===== src/rtl/dbm_pkg.sv =====
package dbm_pkg;
   typedef enum logic [1:0] {
      UPD_IDLE = 2'd0,
      UPD_WAIT = 2'd1,
      UPD_HALF = 2'd2
   } upd_state_e;
endpackage


===== src/rtl/dbm_l1_bank.sv =====
module dbm_l1_bank #(
   parameter int WORDS = 16,
   parameter int WIDTH = 32,
   localparam int AW = $clog2(WORDS)
) (
   input  logic                        clk,
   input  logic                        rst_n,
   input  logic                        wr_en,
   input  logic                        lock,
   input  logic [AW-1:0]               wr_addr,
   input  logic [WIDTH-1:0]            wr_data,
   input  logic [AW-1:0]               rd_addr,
   output logic [WIDTH-1:0]            rd_data,
   output logic [WORDS-1:0][WIDTH-1:0] words
);
   logic [WORDS-1:0][WIDTH-1:0] mem_q;
   logic                        wr_ok;

   assign wr_ok = wr_en && !lock;

   for (genvar i = 0; i < WORDS; i++) begin : g_word
      always_ff @(posedge clk or negedge rst_n) begin
         if (!rst_n) begin
            mem_q[i] <= '0;
         end else if (wr_ok && (wr_addr == AW'(i))) begin
            mem_q[i] <= wr_data;
         end
      end


      locked_word_stable_chk: assert property (@(posedge clk) disable iff (!rst_n)
         !$stable(mem_q[i]) |-> $past(!lock));
   end

   assign rd_data = mem_q[rd_addr];
   assign words   = mem_q;
endmodule


===== src/rtl/dbm_l2_bank.sv =====
module dbm_l2_bank #(
   parameter int WORDS       = 16,
   parameter int WIDTH       = 32,
   parameter bit HALF_BY_MSB = 1'b0,
   localparam int AW = $clog2(WORDS)
) (
   input  logic                        clk,
   input  logic                        rst_n,
   input  logic                        copy_even,
   input  logic                        copy_odd,
   input  logic [WORDS-1:0][WIDTH-1:0] src,
   input  logic [AW-1:0]               disp_addr,
   output logic [WIDTH-1:0]            disp_data
);
   logic [WORDS-1:0][WIDTH-1:0] disp_q;

   for (genvar i = 0; i < WORDS; i++) begin : g_word
      logic take;
      if (HALF_BY_MSB) begin : g_msb
         localparam bit IN_ODD = (i >= WORDS / 2);
         assign take = IN_ODD ? copy_odd : copy_even;
      end else begin : g_lsb
         localparam bit IN_ODD = (i % 2) == 1;
         assign take = IN_ODD ? copy_odd : copy_even;
      end

      always_ff @(posedge clk or negedge rst_n) begin
         if (!rst_n) begin
            disp_q[i] <= '0;
         end else if (take) begin
            disp_q[i] <= src[i];
         end
      end


      disp_word_hold_chk: assert property (@(posedge clk) disable iff (!rst_n)
         !$stable(disp_q[i]) |-> $past(copy_even || copy_odd));
   end

   assign disp_data = disp_q[disp_addr];
endmodule


===== src/rtl/dbm_update_ctrl.sv =====
module dbm_update_ctrl
   import dbm_pkg::*;
(
   input  logic clk,
   input  logic rst_n,
   input  logic upd_req,
   input  logic upd_done_clr,
   input  logic wr_err_clr,
   input  logic wr_en,
   input  logic disp_en,
   input  logic frame_start,
   input  logic frame_odd,
   output logic lock,
   output logic copy_even,
   output logic copy_odd,
   output logic upd_done,
   output logic wr_err
);
   upd_state_e state_q, state_d;
   logic       even_first_q, even_first_d;
   logic       tick, finish;
   logic       done_q, err_q;

   assign tick = frame_start && disp_en;

   always_comb begin
      state_d      = state_q;
      even_first_d = even_first_q;
      copy_even    = 1'b0;
      copy_odd     = 1'b0;
      finish       = 1'b0;
      unique case (state_q)
         UPD_IDLE: begin
            if (upd_req) state_d = UPD_WAIT;
         end
         UPD_WAIT: begin
            if (tick) begin
               copy_even    = frame_odd;
               copy_odd     = !frame_odd;
               even_first_d = frame_odd;
               state_d      = UPD_HALF;
            end
         end
         UPD_HALF: begin
            if (tick) begin
               copy_even = !even_first_q;
               copy_odd  = even_first_q;
               finish    = 1'b1;
               state_d   = UPD_IDLE;
            end
         end
         default: state_d = UPD_IDLE;
      endcase
   end

   always_ff @(posedge clk or negedge rst_n) begin
      if (!rst_n) begin
         state_q      <= UPD_IDLE;
         even_first_q <= 1'b0;
         done_q       <= 1'b0;
         err_q        <= 1'b0;
      end else begin
         state_q      <= state_d;
         even_first_q <= even_first_d;
         if (finish)            done_q <= 1'b1;
         else if (upd_done_clr) done_q <= 1'b0;
         if (wr_en && lock)     err_q  <= 1'b1;
         else if (wr_err_clr)   err_q  <= 1'b0;
      end
   end

   assign lock     = (state_q != UPD_IDLE);
   assign upd_done = done_q;
   assign wr_err   = err_q;


   repeat_req_ignored_chk: assert property (@(posedge clk) disable iff (!rst_n)
      (upd_req && lock && !tick) |=> lock);

   disabled_hold_chk: assert property (@(posedge clk) disable iff (!rst_n)
      (lock && !disp_en) |=> (lock && $stable(done_q)));

   done_on_finish_chk: assert property (@(posedge clk) disable iff (!rst_n)
      $fell(lock) |-> done_q);

   dropped_write_flag_chk: assert property (@(posedge clk) disable iff (!rst_n)
      (wr_en && lock) |=> err_q);

   one_half_per_frame_chk: assert property (@(posedge clk) disable iff (!rst_n)
      !(copy_even && copy_odd));
endmodule


===== src/rtl/dbm_display_mem.sv =====
module dbm_display_mem #(
   parameter int WORDS       = 16,
   parameter int WIDTH       = 32,
   parameter bit HALF_BY_MSB = 1'b0,
   localparam int AW = $clog2(WORDS)
) (
   input  logic             clk,
   input  logic             rst_n,
   input  logic             wr_en,
   input  logic [AW-1:0]    wr_addr,
   input  logic [WIDTH-1:0] wr_data,
   input  logic [AW-1:0]    rd_addr,
   output logic [WIDTH-1:0] rd_data,
   input  logic             upd_req,
   input  logic             upd_done_clr,
   input  logic             wr_err_clr,
   input  logic             irq_en,
   input  logic             disp_en,
   input  logic             frame_start,
   input  logic             frame_odd,
   input  logic [AW-1:0]    disp_addr,
   output logic [WIDTH-1:0] disp_data,
   output logic             upd_pend,
   output logic             upd_done,
   output logic             wr_err,
   output logic             irq
);
   if (WORDS < 2 || (WORDS & (WORDS - 1)) != 0) begin : g_bad_words
      $error("WORDS must be a power of two and at least 2");
   end
   if (WIDTH < 1) begin : g_bad_width
      $error("WIDTH must be positive");
   end

   logic                        lock;
   logic                        copy_even, copy_odd;
   logic [WORDS-1:0][WIDTH-1:0] l1_words;

   dbm_update_ctrl u_ctrl (
      .clk          (clk),
      .rst_n        (rst_n),
      .upd_req      (upd_req),
      .upd_done_clr (upd_done_clr),
      .wr_err_clr   (wr_err_clr),
      .wr_en        (wr_en),
      .disp_en      (disp_en),
      .frame_start  (frame_start),
      .frame_odd    (frame_odd),
      .lock         (lock),
      .copy_even    (copy_even),
      .copy_odd     (copy_odd),
      .upd_done     (upd_done),
      .wr_err       (wr_err)
   );

   dbm_l1_bank #(.WORDS(WORDS), .WIDTH(WIDTH)) u_l1 (
      .clk     (clk),
      .rst_n   (rst_n),
      .wr_en   (wr_en),
      .lock    (lock),
      .wr_addr (wr_addr),
      .wr_data (wr_data),
      .rd_addr (rd_addr),
      .rd_data (rd_data),
      .words   (l1_words)
   );

   dbm_l2_bank #(.WORDS(WORDS), .WIDTH(WIDTH), .HALF_BY_MSB(HALF_BY_MSB)) u_l2 (
      .clk       (clk),
      .rst_n     (rst_n),
      .copy_even (copy_even),
      .copy_odd  (copy_odd),
      .src       (l1_words),
      .disp_addr (disp_addr),
      .disp_data (disp_data)
   );

   assign upd_pend = lock;
   assign irq      = upd_done && irq_en;


   irq_needs_done_chk: assert property (@(posedge clk) disable iff (!rst_n)
      (upd_done_clr && !$rose(upd_done)) |=> !irq || $past(lock));
endmodule


===== config.mk =====
export PLATFORM = sky130hd
export DESIGN_NAME = dbm_display_mem
export DESIGN_NICKNAME = d
export VERILOG_FILES = /design/src/rtl/dbm_pkg.sv /design/src/rtl/dbm_l1_bank.sv /design/src/rtl/dbm_l2_bank.sv /design/src/rtl/dbm_update_ctrl.sv /design/src/rtl/dbm_display_mem.sv
export SDC_FILE = /design/constraint.sdc
export NUM_CORES = 1
export LEC_CHECK = 0
export BUFFER_PORTS_ARGS = -buffer_cell sky130_fd_sc_hd__buf_2
export CAP_MARGIN = 15
export CORE_AREA = 2 2 388 390
export CTS_BUF_LIST = sky130_fd_sc_hd__clkbuf_4 sky130_fd_sc_hd__clkbuf_8
export CTS_CLUSTER_SIZE = 24
export DETAILED_ROUTE_END_ITERATION = 16
export DIE_AREA = 0 0 390 392
export SETUP_SLACK_MARGIN = 0.4
export SLEW_MARGIN = 20
export SYNTH_ARGS = -nofsm -noshare
export SYNTH_HDL_FRONTEND = slang
export SYNTH_SLANG_ARGS = --single-unit

===== constraint.sdc =====
create_clock -name clk -period 3.4 [get_ports clk]
set_input_delay 0.68 -clock clk [delete_from_list [all_inputs] [get_ports clk]]
set_output_delay 0.68 -clock clk [all_outputs]
set_load 0.01 [all_outputs]

==> results.yml, run 1 <==
placement:
  dp_hpwl_mm: 76.0
  place.port_buffers: 121
  gp_congestion: 0.744
  placed_cell_area_mm2: 0.0497
  post-place-ws_ns: 0.267
global_routing:
  grt_pass1_wl_mm: 195
  track_usage: 0.171
  grt_max_degree: 125
  antenna_found_initial: 23
  grt_overflow: 0
  grt_pass1_vias: 28400
floorplan:
  die_h_um: 392
  rows: 142
  die_x_um: 390
  dieArea_mm2: 0.153
  core-area_mm2: 0.149
  pin_count: 122
  start_util: 0.307
synth:
  ys_async_sr_fraction: 1.00
  syn-num-nets: 2845
  synth.distinct_cells: 29
  yosys.area_share.simple: 0.0101
  synth_xor_area_frac: 0
  synth-seq-area-share: 0.563
  synth_warnings: 0
  yosysTopAreaCell: "dfrtp_1"
  synthTopCellsByArea: "dfrtp_1 56%, mux2_2 23%, mux4_2 13%"
  ys_ff_latch: 1029
  syn_inst: 2785
  synth_edf_count: 0
  synthAdderAreaFrac: 0.00164
  netlist.area_leader.share: 0.563
  avgSynthCellArea_um2: 16.4
  netlist_area_mm2: 0.0457
  synth_top_family_by_area: "multiplexers"
  synthFlopType: "dfrtp_1"
  synth_mux_area_frac: 0.379
  synth_compound_area_frac: 0.0218
drt:
  drc: 0
  routed_wirelength_mm: 130
  first_pass_iters: 5
  ant_nets: 0
  routed_via_density: 5.12
  first_iter_violations: 1697
  routedWlPerCell_um: 25.3
  num_vias: 26300
flow_run:
  maxCapViolCount: 0
sta:
  worstMarginPinSlew_ns: 0.929
  skew_ns: 0.0377
  setup_violations: 0
  setup_tns_ns: 0
  hold_viol_final: 0
  max_clock_freq_ghz: 0.338
  final.min_clock_period_ns: 2.95
  relSlewSlack: 0.380
  drv_slew: 0
  rsz0062_at_grt: "yes"
  fin_crit_sh: 0.869
  worst_slack_ns: 0.445
worst_hold_path:
  whs_path_depth: 3
  hold_path.class: "input port to flop"
setup_path:
  start_kind: "input port"
  crit_type: "input port to output pin"
  rr_worst_depth: 6
  cp.required_ns: 2.72
  rrSetupSlack_ns: 0.79
  crit_arrival_ns: 2.27
  cp_max_fo: 13
  critPathCaptureType: "output pin"
finish:
  final_net_count: 3117
  post-route-util: 0.367
  area_delta_synth_final_pct: 19.5
  finalInstanceArea_mm2: 0.0546
  fillerInstances: 14100
  drive_gt1_frac: 0.610
pwr:
  power_leakage_uw: 0.0246
  irDropWorstVdd_uv: 307
  fin_total_pwr_uw: 44800
  power.density_mw_per_mm2: 820
clocking:
  cts_htree_levels: 4
  cts_buffer_depth: 3
  clock_latency_ns: 0.87
  clkTransAtPathRegs_ns: 0.07
  cts_buffers: 172
  clockRootBuffer: "clkbuf_8"
  cts_sinks: 1029
  cts_tree: "yes"
run_status:
  outcome: "finished clean"
==> Yosys cell counts, types with 2 or more instances <==
master and n:
mux2_2 942, nand2_1 67, clkbuf_1 88, nor2b_1 5
nand3b_1 2, inv_1 5, nand2b_1 4, nor2_1 12
mux4_2 256, and2_1 3, nand4b_1 2, nand3_1 3
buf_4 30, ha_1 6, buf_2 103, dfrtp_1 1029
a22oi_1 128, buf_1 5, mux2_1 85
==> worst paths after layout <==
kind,from,end
min in group asynchronous,rst_n,u_l1.words[438]
setup reg to reg,u_ctrl.state_q[1],u_l1.words[350]
max in group asynchronous,rst_n,u_l2.disp_q[237]
hold / removal,disp_en,u_ctrl.even_first_q
hold reg to reg,u_ctrl.wr_err,u_ctrl.wr_err
setup / recovery,rd_addr[0],rd_data[18]
==> area by class of cell <==
| class | instances | area [µm²] | share of cell area |
|---|---|---|---|
| flip-flops and latches | 1029 | 25700 | 0.471 |
| multi-input cells | 1525 | 19400 | 0.356 |
| clock inverters | 21 | 173 | 0.00316 |
| diodes | 5 | 12.5 | 0.000229 |
| inverters | 5 | 18.8 | 0.000344 |
| repair buffers | 324 | 3270 | 0.0598 |
| well taps | 1944 | 2430 | 0.0445 |
| clock buffers | 282 | 3520 | 0.0644 |
==> report_power, final <==
group / switching [µW] / leakage, µW / internal [µW]
registers: 3420 / 0.0135 / 17700
logic: 4340 / 0.00923 / 7640
clock network: 5040 / 0.00195 / 6640
==> critical path: stages <==
cell and delay [ns]:
buf_16 0.15, buf_16 0.18, buf_4 0.12, buf_4 0.14, mux4_2 0.51, a22oi_1 0.20, nand2_1 0.10, buf_2 0.15
==> layout by cell type (no fill, tap or decap), drive strengths merged <==
master and instances:
and3b 1, nand2b 4, nand4 1, buf 314
nand4b 2, a21oi 1, nand3 3, a22oi 128
nor3 1, nand3b 2, diode 5, mux4 256
and2 3, o2bb2ai 1, clkbuf 287, or2 1
a22o 1, clkinvlp 7, dfrtp 1029, ha 6
nor2b 5, mux2 1027, o21ai 1, and4bb 1
clkinv 12, nor2 12, inv 5, dlygate4sd3 5
bufinv 2, nand2 67, o21a 1
==> logic make-up (layout without fill, tap and decap cells) <==
family / count (synthesis) / in the layout
multiplexers: 1283 / 1283
flip-flops: 1029 / 1029
buffers and inverters: 231 / 632
AO/OA/AOI/OAI: 133 / 133
AND/OR/NAND/NOR: 103 / 103
adder cells (fa/ha/maj): 6 / 6
other: 0 / 5
==> timing repair <==
item	4_1_cts	5_1_grt
cloned	0	3
endpoints found under the setup margin	48	47
hold endpoints to repair	50	0
gates resized for setup	79	49
buffers inserted	34	28
pin swaps	45	29
hold buffers	5	0
==> per-stage QoR <==
stage                     cells  hold slack (ns)
final                      5135            0.182
after global routing       5133            0.135
after CTS                  5099           0.0811
after detailed placement   4757            0.475
after global placement     4757            0.478
after floorplan            2785            0.384
==> sequential cells by signal, indices dropped and copies added, names as in the netlist <==
name,cells
u_ctrl.even_first_q,1
u_ctrl.wr_err,1
u_ctrl.state_q,2
u_l2.disp_q,512
u_l1.words,512
u_ctrl.upd_done,1
==> layer usage <==
| layer | up-vias | part of all wire | GRT usage |
|---|---|---|---|
| met5 | - | 0.0012 | 0 |
| met4 | 26 | 0.019 | 0.0468 |
| met3 | 194 | 0.054 | 0.0414 |
| met2 | 559 | 0.48 | 0.278 |
| met1 | 14400 | 0.44 | 0.229 |
| li1 | 11100 | - | - |
Note: power is estimated with default switching activity, not from simulation.
==> run 2, diff against run 1 <==
- CELL_PAD_IN_SITES_DETAIL_PLACEMENT: not set -> 1
- CELL_PAD_IN_SITES_GLOBAL_PLACEMENT: not set -> 1
- CORE_AREA: 2 2 388 390 -> 2 2 342 344
- DIE_AREA: 0 0 390 392 -> 0 0 344 346
- PLACE_DENSITY_LB_ADDON: not set -> 0.1
==> run 2 against run 1 <==
Non-clock buffer count down 30; highest routed layer unchanged; setup slack worse by 0.023 ns; combinational power about the same; global-route usage up 6.5 points; critical endpoint is now rd_data[26].
==> results.yml, run 2 (same netlist as run 1, synthesis figures left out) <==
drt:
  first_iter_violations: 1430
  drc: 0
  num_vias: 26500
  routed_wirelength_mm: 137
  routed_via_density: 5.63
  first_pass_iters: 4
  routedWlPerCell_um: 29.2
  ant_nets: 0
pwr:
  p_sw_uw: 13300
  swShare: 0.290
  seqPwrFrac: 0.463
  internal-power_uw: 32700
  combPwrFrac: 0.259
  clockPowerShare: 0.278
  power.density_mw_per_mm2: 851
  irDropWorstVdd_uv: 392
  power_leakage_uw: 0.0247
worst_hold_path:
  hold_path.class: "input port to flop"
finish:
  final_cell_mix: "1029 x dfrtp_1, 942 x mux2_2, 256 x mux4_2"
  final_common_cell: "dfrtp_1"
  finalInstanceArea_mm2: 0.0541
  drive_gt1_frac: 0.608
  area_delta_synth_final_pct: 18.3
  final_net_count: 3097
sta:
  final.min_clock_period_ns: 2.98
  worstMarginPinSlew_ns: 0.973
  setup_violations: 0
  drv_slew: 0
  rsz0062_at_grt: "yes"
  setup_tns_ns: 0
  hold_viol_final: 0
  relSlewSlack: 0.351
  max_clock_freq_ghz: 0.336
  skew_ns: 0.0310
  fin_crit_sh: 0.876
floorplan:
  die_x_um: 344
  rows: 125
  die_h_um: 346
  pin_count: 122
  core-area_mm2: 0.115
  start_util: 0.396
  dieArea_mm2: 0.119
setup_path:
  start_kind: "flop"
  crit_type: "flop to output pin"
  critPathCaptureType: "output pin"
  cp.required_ns: 2.72
  crit_arrival_ns: 2.30
  cp_max_fo: 2
global_routing:
  grt_max_degree: 120
  antenna_found_initial: 6
  track_usage: 0.236
  grt_pass1_wl_mm: 209
  grt_overflow: 0
  grt_pass1_vias: 30300
clocking:
  cts_sinks: 1029
  cts_tree: "yes"
  clkTransAtPathRegs_ns: 0.07
  clockRootBuffer: "clkbuf_8"
  cts_buffers: 182
  cts_htree_levels: 4
  clock_latency_ns: 0.86
  cts_buffer_depth: 3
placement:
  place.port_buffers: 121
  placed_cell_area_mm2: 0.0490
  dp_hpwl_mm: 79.8
  gp_congestion: 0.752
flow_run:
  maxCapViolCount: 0
run_status:
  outcome: "finished clean"
[run 2: repair_timing]
item,4_1_cts,5_1_grt
setup buffers,30,11
pin swaps,40,21
endpoints found under the setup margin,49,42
hold buffers,3,0
gates cloned,1,0
endpoints found under the hold margin,32,0
resized for setup,75,38
[run 2: worst max-delay path, cell delays in order, from the launching register on]
cell	delay (ns)
dfrtp_1	0.38
mux4_2	0.48
a22oi_2	0.29
nand2_1	0.12
buf_2	0.16
[run 2: path summary, 6_finish.rpt]
check	from	end	slack (ns)	cells after the start
max	u_l1.words[122]	rd_data[26]	0.42	4
min	disp_en	u_ctrl.upd_done	0.11	3
max reg2reg	u_ctrl.state_q[0]	u_l1.words[400]	0.69	7
min reg2reg	u_l2.disp_q[495]	u_l2.disp_q[495]	0.50	1
max in group asynchronous	rst_n	u_l2.disp_q[271]	1.85	3
min in group asynchronous	rst_n	u_l1.words[360]	0.42	2
[run 2: area by class of cell]
class | count | area, µm²
repair buffers | 294 | 2830
clock inverters | 24 | 272
clock buffers | 307 | 3850
multi-input cells | 1525 | 19400
diodes | 3 | 7.51
well taps | 1524 | 1910
fillers | 11000 | 61400
flip-flops and latches | 1029 | 25700
inverters | 5 | 18.8
[run 2: per-layer routing]
metal	vias to the layer above	routed length [µm]	global-route usage	share of wire
met5	-	13	0	0.000095
met4	2	2720	0.0613	0.020
met3	205	4930	0.0365	0.036
met2	499	64700	0.368	0.47
met1	14800	65100	0.345	0.47
li1	11000	-	-	-
[run 2: through the flow]
step | util | setup WS [ns] | hold slack, ns | std cells | total power, µW
after floorplan | - | 0.698 | 0.384 | 2785 | 28700
after global placement | 0.425 | 0.351 | 0.476 | 4332 | 32100
after detailed placement | 0.425 | 0.317 | 0.491 | 4332 | 32900
after CTS | 0.466 | 0.359 | 0.00504 | 4697 | 46300
after global routing | 0.468 | 0.333 | 0.0423 | 4709 | 48600
final | 0.468 | 0.423 | 0.108 | 4711 | 46000
[run 2: power by group through the flow]
stage                     sequential, µW  clock [µW]  combinational, µW
final                              21300       12800              11900
after global routing               22100       13700              12800
after CTS                          21300       13200              11900
after detailed placement           21500           0              11500
after global placement             21100           0              11000
after floorplan                    19900           0               8840
